**src/rtl/pwm_pkg.sv**
```systemverilog
package pwm_pkg;
  localparam int unsigned ADDR_CYCLE = 0;

  function automatic int unsigned addr_match(input int unsigned ch);
    return ch + 1;
  endfunction

  function automatic int unsigned addr_mode(input int unsigned n_ch);
    return n_ch + 1;
  endfunction

  function automatic int unsigned addr_swout(input int unsigned n_ch);
    return n_ch + 2;
  endfunction
endpackage

```
**src/rtl/pwm_regs.sv**
```systemverilog
module pwm_regs #(
  parameter int unsigned CNT_W  = 16,
  parameter int unsigned N_CH   = 3,
  parameter int unsigned DATA_W = 32,
  parameter int unsigned ADDR_W = 3
) (
  input  logic                        clk_i,
  input  logic                        rst_ni,
  input  logic                        wr_en_i,
  input  logic [ADDR_W-1:0]           wr_addr_i,
  input  logic [DATA_W-1:0]           wr_data_i,
  output logic [CNT_W-1:0]            cyc_len_o,
  output logic [N_CH-1:0][CNT_W-1:0]  match_o,
  output logic [N_CH-1:0]             mode_o,
  output logic [N_CH-1:0]             swout_o
);
  localparam logic [ADDR_W-1:0] A_CYC   = ADDR_W'(pwm_pkg::ADDR_CYCLE);
  localparam logic [ADDR_W-1:0] A_MODE  = ADDR_W'(pwm_pkg::addr_mode(N_CH));
  localparam logic [ADDR_W-1:0] A_SWOUT = ADDR_W'(pwm_pkg::addr_swout(N_CH));

  logic unused_hi;
  assign unused_hi = ^wr_data_i[DATA_W-1:CNT_W];

  always_ff @(posedge clk_i or negedge rst_ni) begin
    if (!rst_ni)                            cyc_len_o <= '1;
    else if (wr_en_i && wr_addr_i == A_CYC) cyc_len_o <= wr_data_i[CNT_W-1:0];
  end

  // mode/swout keep only the low N_CH bits of the data word
  always_ff @(posedge clk_i or negedge rst_ni) begin
    if (!rst_ni) begin
      mode_o  <= '0;
      swout_o <= '0;
    end else if (wr_en_i) begin
      if (wr_addr_i == A_MODE)  mode_o  <= wr_data_i[N_CH-1:0];
      if (wr_addr_i == A_SWOUT) swout_o <= wr_data_i[N_CH-1:0];
    end
  end

  for (genvar k = 0; k < N_CH; k++) begin : g_match
    localparam logic [ADDR_W-1:0] A_M = ADDR_W'(pwm_pkg::addr_match(k));
    always_ff @(posedge clk_i or negedge rst_ni) begin
      if (!rst_ni)                          match_o[k] <= '0;
      else if (wr_en_i && wr_addr_i == A_M) match_o[k] <= wr_data_i[CNT_W-1:0];
    end
  end
endmodule

```
**src/rtl/pwm_counter.sv**
```systemverilog
module pwm_counter #(
  parameter int unsigned CNT_W = 16
) (
  input  logic             clk_i,
  input  logic             rst_ni,
  input  logic             tick_i,
  input  logic [CNT_W-1:0] cyc_len_i,
  output logic [CNT_W-1:0] count_o,
  output logic [CNT_W-1:0] next_o,
  output logic             start_o
);
  // wrap on cycle length; natural overflow also lands on zero
  assign next_o  = (count_o == cyc_len_i) ? '0 : count_o + CNT_W'(1);
  assign start_o = (next_o == '0);

  always_ff @(posedge clk_i or negedge rst_ni) begin
    if (!rst_ni)     count_o <= '0;
    else if (tick_i) count_o <= next_o;
  end
endmodule

```
**src/rtl/pwm_channel.sv**
```systemverilog
module pwm_channel #(
  parameter int unsigned CNT_W = 16
) (
  input  logic             clk_i,
  input  logic             rst_ni,
  input  logic             tick_i,
  input  logic             start_i,
  input  logic [CNT_W-1:0] next_i,
  input  logic [CNT_W-1:0] match_i,
  input  logic             mode_i,
  input  logic             swout_i,
  output logic             pin_o
);
  logic pwm_q;

  // PWM state keeps running in software mode
  always_ff @(posedge clk_i or negedge rst_ni) begin
    if (!rst_ni) pwm_q <= 1'b0;
    else if (tick_i) begin
      if (start_i)                pwm_q <= (match_i == '0);
      else if (next_i == match_i) pwm_q <= 1'b1;
    end
  end

  assign pin_o = mode_i ? pwm_q : swout_i;
endmodule

```
**src/rtl/pwm_timer.sv**
```systemverilog
module pwm_timer #(
  parameter int unsigned CNT_W  = 16,
  parameter int unsigned N_CH   = 3,
  parameter int unsigned DATA_W = 32,
  parameter int unsigned ADDR_W = $clog2(N_CH + 3)
) (
  input  logic              clk_i,
  input  logic              rst_ni,
  input  logic              tick_i,
  input  logic              wr_en_i,
  input  logic [ADDR_W-1:0] wr_addr_i,
  input  logic [DATA_W-1:0] wr_data_i,
  output logic [N_CH-1:0]   mat_o,
  output logic [CNT_W-1:0]  count_o
);
  logic [CNT_W-1:0]           cyc_len;
  logic [N_CH-1:0][CNT_W-1:0] match;
  logic [N_CH-1:0]            mode;
  logic [N_CH-1:0]            swout;
  logic [CNT_W-1:0]           cnt_next;
  logic                       cyc_start;

  pwm_regs #(.CNT_W(CNT_W), .N_CH(N_CH), .DATA_W(DATA_W), .ADDR_W(ADDR_W)) u_regs (
    .clk_i     (clk_i),
    .rst_ni    (rst_ni),
    .wr_en_i   (wr_en_i),
    .wr_addr_i (wr_addr_i),
    .wr_data_i (wr_data_i),
    .cyc_len_o (cyc_len),
    .match_o   (match),
    .mode_o    (mode),
    .swout_o   (swout)
  );

  pwm_counter #(.CNT_W(CNT_W)) u_cnt (
    .clk_i     (clk_i),
    .rst_ni    (rst_ni),
    .tick_i    (tick_i),
    .cyc_len_i (cyc_len),
    .count_o   (count_o),
    .next_o    (cnt_next),
    .start_o   (cyc_start)
  );

  for (genvar k = 0; k < N_CH; k++) begin : g_ch
    pwm_channel #(.CNT_W(CNT_W)) u_ch (
      .clk_i   (clk_i),
      .rst_ni  (rst_ni),
      .tick_i  (tick_i),
      .start_i (cyc_start),
      .next_i  (cnt_next),
      .match_i (match[k]),
      .mode_i  (mode[k]),
      .swout_i (swout[k]),
      .pin_o   (mat_o[k])
    );
  end
endmodule

```
**config.mk**
```make
export PLATFORM = sky130hd
export DESIGN_NAME = pwm_timer
export DESIGN_NICKNAME = d
export VERILOG_FILES = /design/src/rtl/pwm_pkg.sv /design/src/rtl/pwm_regs.sv /design/src/rtl/pwm_counter.sv /design/src/rtl/pwm_channel.sv /design/src/rtl/pwm_timer.sv
export SDC_FILE = /design/constraint.sdc
export NUM_CORES = 1
export LEC_CHECK = 0
export ABC_AREA = 1
export BUFFER_PORTS_ARGS = -buffer_cell sky130_fd_sc_hd__buf_2
export CAP_MARGIN = 20
export CELL_PAD_IN_SITES_DETAIL_PLACEMENT = 2
export CELL_PAD_IN_SITES_GLOBAL_PLACEMENT = 2
export CORE_MARGIN = 4
export CORE_UTILIZATION = 30
export CTS_CLUSTER_DIAMETER = 80
export CTS_CLUSTER_SIZE = 8
export DETAILED_ROUTE_END_ITERATION = 8
export MAX_ROUTING_LAYER = met4
export PLACE_DENSITY = 0.81
export SLEW_MARGIN = 20
export SYNTH_ARGS = -nofsm -noshare
export SYNTH_HDL_FRONTEND = slang
export SYNTH_SLANG_ARGS = --single-unit
```
**constraint.sdc**
```tcl
create_clock -name clk_i -period 1.8 [get_ports clk_i]
set_clock_uncertainty 0.05 [all_clocks]
set_input_delay 0.36 -clock clk_i [delete_from_list [all_inputs] [get_ports clk_i]]
set_output_delay 0.36 -clock clk_i [all_outputs]
set_load 0.01 [all_outputs]
```
==> impl_results.md <==
* WP data arrival at 3080 ps
* Most used cells in the layout excluding fill and tap cells: 220 x nand2_1, 82 x buf_4, 81 x o21ai_0
* Drt pass-1 iters at 5
* Share of cells above drive strength 1 at a little over a third
* Starting Density at ~30%
* Switching power at 4.211 mW
* Worst min path class: in -> async
* Setup crit start: u_cnt.count_o[1]$_DFFE_PN0P_
* Yosys warns at 0
* Area Overhead vs Synth at 43.56%
* Final setup violation count at 19
* Top Usage Layer GRT: met2
* H-tree depth at 3
* Power per cell area at about 1300 mW/mm^2
* Share of power burned in registers at 31.8%
* CTS tree: done
* RSZ-0062 raised after global routing: true
* Setup ws final at -1040 ps
* DR vias at 5863
* Initial antenna violation count at 0
* Hold slack at -42.21 ps
* FF-to-FF End: g_ch[2].u_ch.pwm_q$_DFFE_PN0P_
* Status: complete, but fails checks
* Mapped Cells at 687
* Initial DRC count at 501
* Yosys reg bits at 89
* Slew margin rel. at just under 60%
* Syn Nets at 727
* RD Place Congestion at 0.8864
* Routed Antenna Nets at 0
* Clock latency on the worst-skew pair at 380 ps
* Crit path time final at 2840 ps
* Max_cap viols at 0
* Setup crit end: g_ch[2].u_ch.pwm_q$_DFFE_PN0P_
* Pre-CTS WS at -880.0 ps
* # IOs at 58
* FILL cells at about 1800
* CTS root buf: clkbuf_16
* Die X at 137.3 um
* Die area at 0.01886 sq mm
* Final hold vios at 17
* Avg Inst Size Synth at between 7 and 8 sq um
* First-pass GRT wire length at 38540 um
* Worst r2r path cells at 14
* Total congestion overflow at 0
* Critical Path RT at 2040 ps
* Vias/cell at ~5.6
* Diodes inserted at 0
* Reg2reg start: u_cnt.count_o[1]$_DFFE_PN0P_
* Routed length per instance at 28.01 um
* Num Clock Sinks at 89
* HPWL after detailed placement at around 15000 um
* Number of global-route vias before repair at 6433
* Sequential area share after synthesis at 44.78%
* Reg2Reg Setup Slack at -1040 ps
* Clk pwr share at 22.9%
* Switching share of power at 43.36%
* Top cell type's share of synthesized area at 36.40%
* Unique cell type count in the Yosys netlist at 28
* Most common cell after layout, fill and taps aside: nand2_1
* Nets at 867
* Mapped cell area at about 0.005 sq mm
* Combinational Power Share at approximately 45%
* Total track usage at 28.46%
* Worst-path maximum fanout at 6
* Startpoint Class: register
* Max VDD drop at 684.4 uV
* Slew @ Worst Pin at 614.6 ps
* Fmax at 352.1 MHz
* P_leak at 3.414 nW
* Pin count of the biggest net entering global routing at 90
* Final Max Slew Viols at 0
* Placeable Area at 0.01647 sq mm
* Met1 Use GR at about a third
* Pwr Total at 9.712 mW
* Met3 usage at 4.602%
* Row cnt at 47
* Clock Path Buffers at 2
* Final WL at ~29000 um
* Num CTS Buffers at 9
* Die Y at 137.3 um
* Yosys top cell by area: dfrtp_1
* Largest cells by area after synthesis: dfrtp_1 36%, nand2_1 18%, o21ai_0 9.4%, dfstp_2 8.4%, inv_1 4.6%
* Drt drc at 0
* Int Pwr at 5.501 mW
* Met2 track demand over resource at 49.43%
* Port Buffers at between 40 and 50
* Critical Setup Path Class: reg -> reg
* Clock Pin Slew Worst Setup and Hold Paths at 90 ps
* Final worst-path cycle share at 157.8%
* Failing checks: hold timing, setup timing
* Setup crit end kind: register
[worst min-delay path by stage]
stage / from / slack, ps / cells after the start / end
4_1_cts: rst_ni / 10 / 2 / u_cnt.count_o[6]$_DFFE_PN0P_
2_1_floorplan: rst_ni / 10 / 0 / g_ch[0].u_ch.pwm_q$_DFFE_PN0P_
6_report: rst_ni / -40 / 2 / u_regs.match_o[20]$_DFFE_PN0P_
5_1_grt: rst_ni / 20 / 2 / u_cnt.count_o[6]$_DFFE_PN0P_
3_5_place_dp: rst_ni / 400 / 2 / u_cnt.count_o[2]$_DFFE_PN0P_
3_3_place_gp: rst_ni / 400 / 2 / u_cnt.count_o[2]$_DFFE_PN0P_
[critical path, stage by stage, from the launching register on]
cell and delay, ps:
dfrtp_2 480, ha_4 190, nand3_4 110, nor2_2 280, nand4_1 200, nand2_2 240
nand2_8 100, buf_4 140, nand2_1 60, o21ai_0 110, nor2_1 180, nand3_1 180
nor2_2 160, nand3_2 110, a21oi_2 170
[kinds of logic after synthesis]
family	Yosys count	share of synthesized area [%]
AO/OA/AOI/OAI	109	10.97
XOR/XNOR	22	3.839
adder cells (fa/ha/maj)	1	0.2493
buffers and inverters	94	7.853
flip-flops	89	44.78
multiplexers	1	0.2244
AND/OR/NAND/NOR	371	32.09
[state kept, by name, indices dropped and copies added, names as in the netlist]
signal	count
u_regs.swout_o	3
u_regs.mode_o	3
u_cnt.count_o	16
g_ch.u_ch.pwm_q	3
u_regs.cyc_len_o	16
u_regs.match_o	48
[layer usage]
metal  vias to the layer above  part of all wire, %
met5                         -                    0
met1                      3032                   40
met3                       119                  4.7
met4                         0                  5.3
met2                       248                   50
li1                       2464                    -
[final cells by class]
| class | count | area, sq um | area share [%] |
|---|---|---|---|
| Tap cell | 220 | 275.3 | 3.821 |
| Timing Repair Buffer | 150 | 1174 | 16.29 |
| Multi-Input combinational cell | 505 | 2902 | 40.27 |
| Sequential cell | 89 | 2258 | 31.35 |
| Clock inverter | 5 | 80.08 | 1.111 |
| Inverter | 72 | 272.8 | 3.786 |
| Clock buffer | 11 | 242.7 | 3.369 |
[synthesized netlist by cell type (all sizes together)]
| cell type | n |
|---|---|
| nand2 | 253 |
| o21ai | 99 |
| dfrtp | 73 |
| inv | 71 |
| nor2 | 60 |
| nand3 | 20 |
| dfstp | 16 |
| nand3b | 16 |
| xor2 | 16 |
| clkbuf | 15 |
| nor4 | 11 |
| nand4 | 9 |
| a21oi | 8 |
| buf | 7 |
| xnor2 | 6 |
| nor3b | 2 |
| clkinv | 1 |
| ha | 1 |
| mux2 | 1 |
| o211ai | 1 |
| o21bai | 1 |
[power groups by stage]
stage,clock [mW],sequential [mW],combinational (mW)
after global routing,2.30,3.12,4.64
final,2.22,3.09,4.41
after floorplan,0,2.88,1.54
after detailed placement,0,3.00,2.96
after global placement,0,2.95,2.76
after CTS,2.14,2.98,3.48
[repair_timing]
item | 4_1_cts | 5_1_grt
setup endpoints to repair | 19 | 19
gates cloned | 2 | 0
buffers inserted | 17 | 17
hold buffers | 0 | 0
pin swaps | 16 | 33
gates resized for setup | 66 | 102
[per-stage QoR]
stage	utilization [%]	cells	setup TNS [ps]	cell area [sq um]
2_1_floorplan	-	687	-439.1	5041
3_3_place_gp	36.69	1008	-5416	6041
3_5_place_dp	36.69	1008	-5911	6041
4_1_cts	41.06	1042	-2654	6760
5_1_grt	43.75	1052	-7999	7204
6_report	43.75	1052	-6972	7204
(Power assumes the default switching activity.)
